**src/rtl/bfp_pkg.sv**
```systemverilog
package bfp_pkg;
  typedef enum logic {
    ST_GATHER = 1'b0,
    ST_REPLAY = 1'b1
  } bfp_state_e;
endpackage

```
**src/rtl/bfp_sample_buf.sv**
```systemverilog
module bfp_sample_buf #(
  parameter int W     = 16,
  parameter int DEPTH = 8,
  parameter int IDX_W = 3
) (
  input  logic             clk,
  input  logic             wr_en,
  input  logic [IDX_W-1:0] wr_idx,
  input  logic [W-1:0]     wr_data,
  input  logic [IDX_W-1:0] rd_idx,
  output logic [W-1:0]     rd_data
);
  logic [W-1:0] mem [DEPTH];

  always_ff @(posedge clk) begin
    if (wr_en) mem[wr_idx] <= wr_data;
  end

  assign rd_data = mem[rd_idx];
endmodule

```
**src/rtl/bfp_exp_tracker.sv**
```systemverilog
module bfp_exp_tracker #(
  parameter int W     = 16,
  parameter int EXP_W = 4
) (
  input  logic             clk,
  input  logic             rst_n,
  input  logic             take,
  input  logic             restart,
  input  logic             close,
  input  logic [W-1:0]     in_data,
  output logic [EXP_W-1:0] exp_q
);
  // Fold a negative value onto its one's complement so that its
  // redundant sign bits become leading zeros.
  function automatic logic [W-1:0] fold_mag(input logic [W-1:0] v);
    return v ^ {W{v[W-1]}};
  endfunction

  // Leading zeros of bits W-2..0; an empty word gives W-1.
  function automatic logic [EXP_W-1:0] lead_zeros(input logic [W-1:0] v);
    logic [EXP_W-1:0] n;
    n = EXP_W'(W - 1);
    for (int i = 0; i < W - 1; i++) begin
      if (v[i]) n = EXP_W'(W - 2 - i);
    end
    return n;
  endfunction

  logic [W-1:0] acc_q;
  logic [W-1:0] acc_next;

  assign acc_next = (restart ? '0 : acc_q) | fold_mag(in_data);

  always_ff @(posedge clk or negedge rst_n) begin
    if (!rst_n) begin
      acc_q <= '0;
      exp_q <= '0;
    end else if (take) begin
      acc_q <= acc_next;
      if (close) exp_q <= lead_zeros(acc_next);
    end
  end
endmodule

```
**src/rtl/bfp_ctrl.sv**
```systemverilog
module bfp_ctrl
  import bfp_pkg::*;
#(
  parameter int DEPTH = 8,
  parameter int IDX_W = 3
) (
  input  logic             clk,
  input  logic             rst_n,
  input  logic             in_valid,
  input  logic             in_first,
  input  logic             out_ready,
  output logic             in_ready,
  output logic             out_valid,
  output logic             out_last,
  output logic             take,
  output logic             restart,
  output logic             blk_done,
  output logic             drain_done,
  output logic [IDX_W-1:0] wr_idx,
  output logic [IDX_W-1:0] rd_idx
);
  localparam logic [IDX_W-1:0] LAST_IDX = IDX_W'(DEPTH - 1);

  bfp_state_e       state_q;
  logic             open_q;
  logic [IDX_W-1:0] cnt_q;

  assign in_ready   = (state_q == ST_GATHER);
  assign out_valid  = (state_q == ST_REPLAY);
  assign out_last   = out_valid && (rd_idx == LAST_IDX);
  assign take       = in_valid && in_ready && (in_first || open_q);
  assign restart    = in_first;
  assign wr_idx     = in_first ? '0 : cnt_q;
  assign blk_done   = take && (wr_idx == LAST_IDX);
  assign drain_done = out_valid && out_ready && out_last;

  always_ff @(posedge clk or negedge rst_n) begin
    if (!rst_n) begin
      state_q <= ST_GATHER;
      open_q  <= 1'b0;
      cnt_q   <= '0;
      rd_idx  <= '0;
    end else begin
      case (state_q)
        ST_GATHER: begin
          if (take) begin
            cnt_q  <= wr_idx + 1'b1;
            open_q <= !blk_done;
          end
          if (blk_done) begin
            state_q <= ST_REPLAY;
            rd_idx  <= '0;
            cnt_q   <= '0;
          end
        end
        ST_REPLAY: begin
          if (out_ready) rd_idx <= rd_idx + 1'b1;
          if (drain_done) state_q <= ST_GATHER;
        end
        default: state_q <= ST_GATHER;
      endcase
    end
  end
endmodule

```
**src/rtl/bfp_normalizer.sv**
```systemverilog
module bfp_normalizer #(
  parameter int SAMPLE_W  = 16,
  parameter int BLOCK_LEN = 8,
  localparam int EXP_W    = $clog2(SAMPLE_W),
  localparam int IDX_W    = (BLOCK_LEN > 1) ? $clog2(BLOCK_LEN) : 1
) (
  input  logic                clk,
  input  logic                rst_n,
  input  logic                in_valid,
  output logic                in_ready,
  input  logic                in_first,
  input  logic [SAMPLE_W-1:0] in_data,
  output logic                out_valid,
  input  logic                out_ready,
  output logic [SAMPLE_W-1:0] out_data,
  output logic [EXP_W-1:0]    out_exp,
  output logic                out_last
);
  function automatic logic [SAMPLE_W-1:0] scale_up(input logic [SAMPLE_W-1:0] v,
                                                   input logic [EXP_W-1:0] sh);
    return v << sh;
  endfunction

  logic             take;
  logic             restart;
  logic             blk_done;
  logic             drain_done;
  logic [IDX_W-1:0] wr_idx;
  logic [IDX_W-1:0] rd_idx;
  logic [SAMPLE_W-1:0] rd_sample;

  bfp_ctrl #(.DEPTH(BLOCK_LEN), .IDX_W(IDX_W)) u_ctrl (
    .clk(clk), .rst_n(rst_n), .in_valid(in_valid), .in_first(in_first),
    .out_ready(out_ready), .in_ready(in_ready), .out_valid(out_valid),
    .out_last(out_last), .take(take), .restart(restart), .blk_done(blk_done),
    .drain_done(drain_done), .wr_idx(wr_idx), .rd_idx(rd_idx)
  );

  bfp_sample_buf #(.W(SAMPLE_W), .DEPTH(BLOCK_LEN), .IDX_W(IDX_W)) u_buf (
    .clk(clk), .wr_en(take), .wr_idx(wr_idx), .wr_data(in_data),
    .rd_idx(rd_idx), .rd_data(rd_sample)
  );

  bfp_exp_tracker #(.W(SAMPLE_W), .EXP_W(EXP_W)) u_exp (
    .clk(clk), .rst_n(rst_n), .take(take), .restart(restart),
    .close(blk_done), .in_data(in_data), .exp_q(out_exp)
  );

  assign out_data = scale_up(rd_sample, out_exp);
endmodule

```
**config.mk**
```make
export PLATFORM = sky130hd
export DESIGN_NAME = bfp_normalizer
export DESIGN_NICKNAME = d
export VERILOG_FILES = /design/src/rtl/bfp_pkg.sv /design/src/rtl/bfp_sample_buf.sv /design/src/rtl/bfp_exp_tracker.sv /design/src/rtl/bfp_ctrl.sv /design/src/rtl/bfp_normalizer.sv
export SDC_FILE = /design/constraint.sdc
export NUM_CORES = 1
export LEC_CHECK = 0
export BUFFER_PORTS_ARGS = -buffer_cell sky130_fd_sc_hd__buf_2
export CORE_MARGIN = 5
export CORE_UTILIZATION = 45
export CTS_BUF_LIST = sky130_fd_sc_hd__clkbuf_4 sky130_fd_sc_hd__clkbuf_8
export CTS_CLUSTER_DIAMETER = 30
export CTS_CLUSTER_SIZE = 12
export DETAILED_ROUTE_END_ITERATION = 10
export SLEW_MARGIN = 0
export SYNTH_ARGS = -nofsm -noshare
export SYNTH_HDL_FRONTEND = slang
export SYNTH_SLANG_ARGS = --single-unit
```
**constraint.sdc**
```tcl
create_clock -name clk -period 7.1 [get_ports clk]
set_input_delay 0.355 -clock clk [delete_from_list [all_inputs] [get_ports clk]]
set_output_delay 0.355 -clock clk [all_outputs]
set_load 0.03 [all_outputs]
```
==> flow_summary.html, run 1 <==
<table>
<tr><th>Metric</th><th>Value</th></tr>
<tr><th colspan="2">Setup path</th></tr>
<tr><td>CP Buf/Inv Count</td><td>2</td></tr>
<tr><td>Stage delay of the slowest cell on the critical path</td><td>0.62 ns</td></tr>
<tr><td>Setup Crit Path Kind</td><td>flip-flop to output port</td></tr>
<tr><td>Arrival time worst endpoint</td><td>3.28 ns</td></tr>
<tr><td>Beginning of the critical path</td><td>u_ctrl.rd_idx[2]</td></tr>
<tr><td>Kind of cell adding the most delay to the critical path</td><td>buffers and inverters</td></tr>
<tr><td>Critical-path maximum fanout</td><td>53</td></tr>
<tr><td>CP Capture Type</td><td>output port</td></tr>
<tr><td>Critical R2R Launch</td><td>u_ctrl.cnt_q[1]</td></tr>
<tr><td>Data required, critical path</td><td>6.74 ns</td></tr>
<tr><td>Cell with the largest stage delay on the worst path</td><td>sky130_fd_sc_hd__buf_4</td></tr>
<tr><td>Critical path cell sequence</td><td>buf_4 -&gt; mux2_1 -&gt; a2bb2oi_1 -&gt; a21boi_1 -&gt; nor4_2 -&gt; mux2i_1 -&gt; a2111oi_2 -&gt; buf_2</td></tr>
<tr><td>Crit start category</td><td>flip-flop</td></tr>
<tr><th colspan="2">Pwr</th></tr>
<tr><td>Leakage</td><td>2.94 nW</td></tr>
<tr><td>Power density relative to cell area</td><td>312 nW/um^2</td></tr>
<tr><td>Max VDD drop</td><td>0.000193 V</td></tr>
<tr><td>Power after layout</td><td>2.64 mW</td></tr>
<tr><th colspan="2">STA</th></tr>
<tr><td>Final hold violation count</td><td>0</td></tr>
<tr><td>Slew Limit Fails</td><td>0</td></tr>
<tr><td>Worst clock skew</td><td>0.0126 ns</td></tr>
<tr><td>Setup repair after global routing missed its margin</td><td>false</td></tr>
<tr><td>Crit path time final</td><td>3.64 ns</td></tr>
<tr><td>Post-route fraction of the period consumed by the critical path</td><td>51.2%</td></tr>
<tr><td>Actual slew at the worst max-slew pin</td><td>1.20 ns</td></tr>
<tr><td>Count of endpoints failing setup in the final report</td><td>0</td></tr>
<tr><td>F_max</td><td>0.275 GHz</td></tr>
<tr><td>Worst-case hold slack</td><td>0.191 ns</td></tr>
<tr><td>Slew margin rel.</td><td>19.9%</td></tr>
<tr><td>Sum of negative setup slack</td><td>0 ns</td></tr>
<tr><th colspan="2">Clock tree</th></tr>
<tr><td>CTS root buf</td><td>sky130_fd_sc_hd__clkbuf_8</td></tr>
<tr><td>Num Clock Sinks</td><td>155</td></tr>
<tr><td>CTS tree</td><td>yes</td></tr>
<tr><td>Clock edge transition at the registers on the reported setup and hold paths</td><td>0.09 ns</td></tr>
<tr><td>Buffers inserted by post-CTS timing repair</td><td>0</td></tr>
<tr><td>Maximum level of the CTS H-tree</td><td>4</td></tr>
<tr><td>Inserted Clock Buffers</td><td>17</td></tr>
<tr><td>Clock insertion delay at the later pin of the skew report</td><td>0.45 ns</td></tr>
<tr><td>Max Buffers Root-to-Sink</td><td>2</td></tr>
<tr><td>Resized cells post-CTS</td><td>0</td></tr>
<tr><th colspan="2">Route</th></tr>
<tr><td>First drt pass iteration count</td><td>5</td></tr>
<tr><td>Count of nets left with antenna violations after detail routing</td><td>0</td></tr>
<tr><td>Number of vias per cell</td><td>5.84</td></tr>
<tr><td>Number of DRC markers after the initial detailed-route iteration</td><td>335</td></tr>
<tr><td>DRC violations left</td><td>0</td></tr>
<tr><td>Final WL</td><td>17700 um</td></tr>
<tr><td>Routed via count</td><td>5009</td></tr>
<tr><td>Routed len/inst</td><td>20.7 um</td></tr>
<tr><th colspan="2">GRT</th></tr>
<tr><td>Via count of the first global-routing pass</td><td>5120</td></tr>
<tr><td>Pin count of the biggest net entering global routing</td><td>54</td></tr>
<tr><td>Global-route wire length before repair</td><td>28200 um</td></tr>
<tr><td>GRT Residual Overflow</td><td>0</td></tr>
<tr><td>Initial antenna violation count</td><td>1</td></tr>
<tr><td>Global-route usage over all layers</td><td>18.5%</td></tr>
<tr><th colspan="2">Placed design</th></tr>
<tr><td>Placed wire-length estimate after detailed placement</td><td>11600 um</td></tr>
<tr><td>Placed instance area</td><td>8040 sq um</td></tr>
<tr><td>Placer Congestion</td><td>0.862</td></tr>
<tr><td>Port buffer count</td><td>43</td></tr>
<tr><td>Placed Cells</td><td>824</td></tr>
<tr><th colspan="2">Floorplan</th></tr>
<tr><td>Overall die height</td><td>140 um</td></tr>
<tr><td>Die outline area</td><td>19700 sq um</td></tr>
<tr><td>Number of cell rows</td><td>47</td></tr>
<tr><td>Core area</td><td>16600 sq um</td></tr>
<tr><td>Effective utilization at floorplan</td><td>46.0%</td></tr>
<tr><td>Number of top-level pins</td><td>44</td></tr>
<tr><td>Horiz. Die Dim</td><td>140 um</td></tr>
<tr><th colspan="2">Logic synthesis</th></tr>
<tr><td>Number of warnings issued by yosys</td><td>0</td></tr>
<tr><td>EDFF count, synth</td><td>128</td></tr>
<tr><td>Dominant synthesized flop cell</td><td>sky130_fd_sc_hd__edfxtp_1</td></tr>
<tr><td>Synthesized area</td><td>7650 sq um</td></tr>
<tr><td>Distinct cell type count after synthesis</td><td>68</td></tr>
<tr><td>Post-synthesis sequential area ratio</td><td>59.1%</td></tr>
<tr><td>Cells after synthesis</td><td>583</td></tr>
<tr><td>Post-synthesis register bit count</td><td>155</td></tr>
<tr><td>Average cell area after synthesis</td><td>13.1 sq um</td></tr>
<tr><td>Post-synth net total</td><td>608</td></tr>
<tr><td>Ys async rst share</td><td>17.4%</td></tr>
<tr><th colspan="2">Final layout</th></tr>
<tr><td>Filler Cells Inserted</td><td>1465</td></tr>
<tr><td>Post-route cell area</td><td>8460 sq um</td></tr>
<tr><td>Final cell count without fillers</td><td>858</td></tr>
<tr><td>Synthesis-to-layout area growth</td><td>10.6%</td></tr>
<tr><td>Fraction of layout cells with a size suffix above 1</td><td>22.4%</td></tr>
<tr><td>Final net count</td><td>649</td></tr>
<tr><th colspan="2">Worst hold path</th></tr>
<tr><td>Startpoint of the worst hold path</td><td>out_ready</td></tr>
<tr><td>Worst min-delay path category</td><td>primary input to flip-flop</td></tr>
<tr><th colspan="2">Flow run</th></tr>
<tr><td>Maximum Capacitance Violations</td><td>0</td></tr>
<tr><th colspan="2">Outcome</th></tr>
<tr><td>Result of the run</td><td>completed</td></tr>
</table>
[state kept, by name, indices dropped and copies added, names as in the netlist]
| name | count |
|---|---|
| u_buf.mem | 128 |
| u_exp.acc_q | 15 |
| u_exp.exp_q | 4 |
| u_ctrl.cnt_q | 3 |
| u_ctrl.rd_idx | 3 |
| u_ctrl.open_q | 1 |
| u_ctrl.out_valid | 1 |
[power breakdown]
| group | leakage (nW) | internal, mW | switching, mW |
|---|---|---|---|
| logic | 1.25 | 0.320 | 0.571 |
| clock network | 0.204 | 0.327 | 0.356 |
| registers | 1.48 | 1.03 | 0.0315 |
[metrics by stage]
step	util, %	setup WS, ns
after floorplan	-	4.03
after CTS	50.8	3.41
after detailed placement	48.3	3.91
final	50.8	3.46
after global routing	50.8	3.17
after global placement	48.3	3.93
[cell usage after synthesis (all sizes together) (3+ instances only)]
| master | count | share of area (%) |
|---|---|---|
| o221ai | 3 | 0.34 |
| a2bb2oi | 4 | 0.46 |
| o22ai | 5 | 0.41 |
| nand3b | 4 | 0.39 |
| a31oi | 5 | 0.41 |
| a22o | 5 | 0.57 |
| nand2b | 5 | 0.41 |
| and2 | 3 | 0.25 |
| nor2b | 6 | 0.49 |
| inv | 11 | 0.54 |
| o21a | 3 | 0.29 |
| mux2 | 22 | 3.2 |
| buf | 15 | 2.0 |
| nand3 | 13 | 0.85 |
| mux2i | 34 | 4.5 |
| a22oi | 12 | 1.3 |
| dfrtp | 27 | 8.8 |
| edfxtp | 128 | 50 |
| nor3 | 17 | 1.1 |
| a21oi | 25 | 1.6 |
| clkbuf | 19 | 0.93 |
| xnor2 | 11 | 1.3 |
| xor2 | 4 | 0.46 |
| o211ai | 11 | 1.1 |
| a211oi | 3 | 0.29 |
| nor2 | 38 | 1.9 |
| nand2 | 60 | 3.0 |
| o21ai | 24 | 1.6 |
| ha | 4 | 0.65 |
| and3 | 8 | 0.65 |
| mux4 | 21 | 6.3 |
| a2111oi | 3 | 0.44 |
| or3 | 3 | 0.25 |
[timing repair]
item / CTS / global route
hold endpoints to repair: 27 / 0
hold buffers: 1 / 0
endpoints found under the setup margin: 0 / 0
[cell usage in the layout (no fill, tap or decap), types with 4 or more instances in the layout]
cell type / instances
sky130_fd_sc_hd__nand2_1: 59
sky130_fd_sc_hd__nor3_2: 6
sky130_fd_sc_hd__ha_1: 4
sky130_fd_sc_hd__nand3_1: 13
sky130_fd_sc_hd__mux4_2: 18
sky130_fd_sc_hd__clkbuf_8: 17
sky130_fd_sc_hd__inv_6: 6
sky130_fd_sc_hd__buf_2: 43
sky130_fd_sc_hd__a22oi_1: 10
sky130_fd_sc_hd__nor2_1: 37
sky130_fd_sc_hd__nor3_1: 11
sky130_fd_sc_hd__nor2b_1: 6
sky130_fd_sc_hd__and3_1: 8
sky130_fd_sc_hd__a2bb2oi_1: 4
sky130_fd_sc_hd__o21ai_0: 24
sky130_fd_sc_hd__nand2b_1: 5
sky130_fd_sc_hd__dfrtp_1: 26
sky130_fd_sc_hd__nand3b_1: 4
sky130_fd_sc_hd__edfxtp_1: 128
sky130_fd_sc_hd__a22o_1: 5
sky130_fd_sc_hd__a31oi_1: 5
sky130_fd_sc_hd__mux2i_1: 34
sky130_fd_sc_hd__o211ai_1: 11
sky130_fd_sc_hd__a21oi_1: 25
sky130_fd_sc_hd__xnor2_1: 11
sky130_fd_sc_hd__inv_1: 10
sky130_fd_sc_hd__o22ai_1: 5
sky130_fd_sc_hd__buf_4: 12
sky130_fd_sc_hd__mux2_2: 21
sky130_fd_sc_hd__xor2_1: 4
[final timing paths]
| check | slack [ns] | depth (start not counted) | end |
|---|---|---|---|
| max reg2reg | 4.95 | 8 | u_exp.exp_q[3] |
| min in group asynchronous | 0.44 | 2 | u_exp.acc_q[11] |
| min reg2reg | 0.49 | 1 | u_ctrl.cnt_q[0] |
| max in group asynchronous | 6.19 | 2 | u_ctrl.rd_idx[2] |
| min | 0.19 | 3 | u_ctrl.rd_idx[1] |
| max | 3.46 | 8 | out_data[14] |
[routing by layer]
metal  global-route usage [%]  up-vias  wire length, um
met5                        0        -                0
met4                     5.30        0              207
met3                     3.92       17              824
met2                     31.1      146             8610
met1                     24.4     2508             8100
li1                         -     2338                -
[cells by family after synthesis]
kind of cell / synth area share, %
compound gates: 10.9
simple gates: 10.1
xor+xnor: 1.72
mux: 14.0
buf+inv: 3.52
flops: 59.1
fa+ha+maj: 0.654
[worst reg2reg max path: cells and delay by family, from the launching register on]
kind	cells	cell delay, ns
flip-flops	1	0.44
adder cells (fa/ha/maj)	2	0.41
AND/OR/NAND/NOR	4	0.89
AO/OA/AOI/OAI	1	0.18
buffers and inverters	1	0.13
[area by class of cell]
class | instances | area, sq um | area share, %
clock inverter | 15 | 179 | 2.11
tap | 220 | 275 | 3.25
clock buffer | 17 | 234 | 2.77
inverter | 12 | 45.0 | 0.532
antenna | 1 | 2.50 | 0.0296
multi-input combinational | 382 | 2890 | 34.1
timing repair buffer | 56 | 315 | 3.73
sequential | 155 | 4520 | 53.4
Note: power is estimated with default switching activity, not from simulation.
==> run 2, diff against run 1 <==
==> constraint.sdc (replaced) <==
create_clock -name clk -period 3.8 [get_ports clk]
set_input_delay 0.19 -clock clk [delete_from_list [all_inputs] [get_ports clk]]
set_output_delay 0.19 -clock clk [all_outputs]
set_load 0.03 [all_outputs]
==> flow_summary.html, run 2 (same netlist as run 1, synthesis figures left out) <==
<table>
<tr><th>Metric</th><th>Value</th></tr>
<tr><th colspan="2">Outcome</th></tr>
<tr><td>Result of the run</td><td>completed</td></tr>
<tr><th colspan="2">Final layout</th></tr>
<tr><td>Area taken by multi-input logic gates</td><td>2890 sq um</td></tr>
<tr><td>Total area of sequential cells</td><td>4520 sq um</td></tr>
<tr><td>Filler Cells Inserted</td><td>1409</td></tr>
<tr><td>Synthesis-to-layout area growth</td><td>11.6%</td></tr>
<tr><td>Most common cell after layout, fill and taps aside</td><td>sky130_fd_sc_hd__edfxtp_1</td></tr>
<tr><td>Share of the core filled with cells</td><td>51.3%</td></tr>
<tr><td>Antenna diode count</td><td>0</td></tr>
<tr><td>Fraction of layout cells with a size suffix above 1</td><td>22.6%</td></tr>
<tr><td>Largest reg by FF count</td><td>u_buf.mem</td></tr>
<tr><td>Commonest non-fill, non-tap cells in the layout</td><td>sky130_fd_sc_hd__edfxtp_1 (128), sky130_fd_sc_hd__nand2_1 (59), sky130_fd_sc_hd__buf_2 (43)</td></tr>
<tr><td>Flip-flop count of the largest register, all copies and words added</td><td>128</td></tr>
<tr><td>Final net count</td><td>653</td></tr>
<tr><td>Largest registers</td><td>u_buf.mem x128, u_exp.acc_q x15, u_exp.exp_q x4</td></tr>
<tr><th colspan="2">Route</th></tr>
<tr><td>Final WL</td><td>17800 um</td></tr>
<tr><td>Number of DRC markers after the initial detailed-route iteration</td><td>311</td></tr>
<tr><td>First drt pass iteration count</td><td>5</td></tr>
<tr><td>Count of nets left with antenna violations after detail routing</td><td>0</td></tr>
<tr><td>Number of vias per cell</td><td>5.77</td></tr>
<tr><td>DRC violations left</td><td>0</td></tr>
<tr><td>Routed len/inst</td><td>20.7 um</td></tr>
<tr><td>Routed via count</td><td>4967</td></tr>
<tr><th colspan="2">Clock tree</th></tr>
<tr><td>Clock edge transition at the registers on the reported setup and hold paths</td><td>0.08 ns</td></tr>
<tr><td>Inserted Clock Buffers</td><td>17</td></tr>
<tr><td>Max Buffers Root-to-Sink</td><td>2</td></tr>
<tr><td>Maximum level of the CTS H-tree</td><td>4</td></tr>
<tr><td>Clock insertion delay at the later pin of the skew report</td><td>0.45 ns</td></tr>
<tr><td>Buffers inserted by post-CTS timing repair</td><td>0</td></tr>
<tr><td>Num Clock Sinks</td><td>155</td></tr>
<tr><td>CTS tree</td><td>yes</td></tr>
<tr><td>CTS root buf</td><td>sky130_fd_sc_hd__clkbuf_8</td></tr>
<tr><th colspan="2">Pwr</th></tr>
<tr><td>Max VDD drop</td><td>0.000445 V</td></tr>
<tr><td>Power density relative to cell area</td><td>590 nW/um^2</td></tr>
<tr><td>Leakage</td><td>2.97 nW</td></tr>
<tr><td>Power after layout</td><td>5.04 mW</td></tr>
<tr><td>Switching power</td><td>1.77 mW</td></tr>
<tr><td>Cell-internal power</td><td>3.26 mW</td></tr>
<tr><td>Clock Power Share</td><td>26.9%</td></tr>
<tr><td>Switching fraction of total power</td><td>35.2%</td></tr>
<tr><td>Proportion of power drawn by flip-flops and latches</td><td>40.2%</td></tr>
<tr><td>Share of power burned in combinational logic</td><td>32.9%</td></tr>
<tr><th colspan="2">STA</th></tr>
<tr><td>Setup repair after global routing missed its margin</td><td>false</td></tr>
<tr><td>Crit path time final</td><td>3.51 ns</td></tr>
<tr><td>Post-route fraction of the period consumed by the critical path</td><td>92.2%</td></tr>
<tr><td>Worst clock skew</td><td>0.0113 ns</td></tr>
<tr><td>Sum of negative setup slack</td><td>0 ns</td></tr>
<tr><td>Count of endpoints failing setup in the final report</td><td>0</td></tr>
<tr><td>Worst path setup slack after routing</td><td>0.295 ns</td></tr>
<tr><td>Slew margin rel.</td><td>23.8%</td></tr>
<tr><td>F_max</td><td>0.285 GHz</td></tr>
<tr><td>Slew Limit Fails</td><td>0</td></tr>
<tr><td>Actual slew at the worst max-slew pin</td><td>1.14 ns</td></tr>
<tr><td>Final hold violation count</td><td>0</td></tr>
<tr><th colspan="2">Setup path</th></tr>
<tr><td>CP Capture Type</td><td>output port</td></tr>
<tr><td>Critical-path maximum fanout</td><td>21</td></tr>
<tr><td>Data required, critical path</td><td>3.61 ns</td></tr>
<tr><td>Most prevalent standard cell on the critical path</td><td>sky130_fd_sc_hd__o211ai_1</td></tr>
<tr><td>Setup Crit Path Kind</td><td>flip-flop to output port</td></tr>
<tr><td>CP Buf/Inv Count</td><td>2</td></tr>
<tr><td>Stage delay of the slowest cell on the critical path</td><td>0.65 ns</td></tr>
<tr><td>Arrival time worst endpoint</td><td>3.32 ns</td></tr>
<tr><td>Cell with the largest stage delay on the worst path</td><td>sky130_fd_sc_hd__dfrtp_1</td></tr>
<tr><td>Kind of cell adding the most delay to the critical path</td><td>flip-flops</td></tr>
<tr><td>Crit start category</td><td>flip-flop</td></tr>
<tr><td>Critical path cell sequence</td><td>buf_4 -&gt; nor2b_1 -&gt; nand2_1 -&gt; o211ai_1 -&gt; o211ai_1 -&gt; mux2i_1 -&gt; a2111oi_2 -&gt; buf_2</td></tr>
<tr><th colspan="2">Placed design</th></tr>
<tr><td>Placed wire-length estimate after detailed placement</td><td>12000 um</td></tr>
<tr><td>Dpl ws</td><td>0.759 ns</td></tr>
<tr><td>Port buffer count</td><td>43</td></tr>
<tr><td>Placer Congestion</td><td>0.848</td></tr>
<tr><th colspan="2">GRT</th></tr>
<tr><td>Global-route usage over all layers</td><td>18.7%</td></tr>
<tr><td>Initial antenna violation count</td><td>0</td></tr>
<tr><td>Global-route wire length before repair</td><td>28400 um</td></tr>
<tr><td>Via count of the first global-routing pass</td><td>4938</td></tr>
<tr><td>Pin count of the biggest net entering global routing</td><td>46</td></tr>
<tr><td>GRT Residual Overflow</td><td>0</td></tr>
<tr><th colspan="2">Floorplan</th></tr>
<tr><td>Number of cell rows</td><td>47</td></tr>
<tr><td>Die outline area</td><td>19700 sq um</td></tr>
<tr><td>Overall die height</td><td>140 um</td></tr>
<tr><td>Horiz. Die Dim</td><td>140 um</td></tr>
<tr><td>Core area</td><td>16600 sq um</td></tr>
<tr><td>Number of top-level pins</td><td>44</td></tr>
<tr><td>Effective utilization at floorplan</td><td>46.0%</td></tr>
<tr><th colspan="2">Flow run</th></tr>
<tr><td>Maximum Capacitance Violations</td><td>0</td></tr>
<tr><th colspan="2">Worst hold path</th></tr>
<tr><td>Worst min-delay path category</td><td>primary input to flip-flop</td></tr>
</table>
## run 2: changes by cell type in the layout (fill, tap and decap cells not counted), sizes merged
cell	delta
inv	-4
buf	+3
clkinv	+3
bufinv	+2
clkinvlp	-1
diode	-1
dlygate4sd3	+1
## run 2: path summary, 6_finish.rpt
check / startpoint / endpoint / slack, ns / cells past startpoint
max: u_ctrl.rd_idx[1] / out_data[14] / 0.29 / 8
min: in_data[13] / u_buf.mem[3][13] / 0.06 / 1
max reg2reg: u_ctrl.cnt_q[1] / u_exp.exp_q[3] / 1.69 / 8
min reg2reg: u_ctrl.cnt_q[0] / u_ctrl.cnt_q[0] / 0.49 / 1
max in group asynchronous: rst_n / u_ctrl.rd_idx[2] / 3.05 / 2
min in group asynchronous: rst_n / u_exp.acc_q[9] / 0.29 / 2
## run 2: layout make-up
type                            instances  share of cell area (%)
Timing Repair Buffer                   60                    4.22
Clock inverter                         15                    2.46
Clock buffer                           17                    2.74
Multi-Input combinational cell        382                    33.9
Sequential cell                       155                    53.0
Tap cell                              220                    3.23
Inverter                               12                   0.528
## run 2: repair_timing
action                     in CTS  in global routing
gates resized for setup         0                  0
hold endpoints to repair       27                  1
setup endpoints to repair       0                  0
hold buffers                    1                  1
## run 2: power by group through the flow
stage	Clock [mW]	Combinational, mW	Sequential [mW]
floorplan	0	1.26	2.02
global placement	0	1.65	2.06
global route	1.46	1.81	2.04
finish	1.35	1.66	2.02
detailed placement	0	1.66	2.06
CTS	1.37	1.67	2.03
## run 2: through the flow
stage	area, sq um	instances	hold WS, ns
floorplan	7650	583	-0.106
global placement	8070	827	0.241
finish	8530	861	0.0634
detailed placement	8070	827	0.245
global route	8530	861	0.0483
CTS	8520	860	0.00308
## run 2: routing by layer
metal  GRT usage [%]  vias up  share of wire [%]
li1                -     2342                  -
met5               0        -                  0
met3            3.51       30                4.4
met4            6.94        0                2.2
met2            28.8      146                 46
met1            26.5     2449                 47
## run 2: worst register-to-register path, cell delays in order, from the launching register on
cell	delay [ns]
sky130_fd_sc_hd__dfrtp_1	0.43
sky130_fd_sc_hd__nand2_1	0.15
sky130_fd_sc_hd__inv_1	0.12
sky130_fd_sc_hd__ha_1	0.20
sky130_fd_sc_hd__ha_1	0.22
sky130_fd_sc_hd__nand2_1	0.33
sky130_fd_sc_hd__nor2_1	0.14
sky130_fd_sc_hd__and3_1	0.22
sky130_fd_sc_hd__a22o_1	0.17
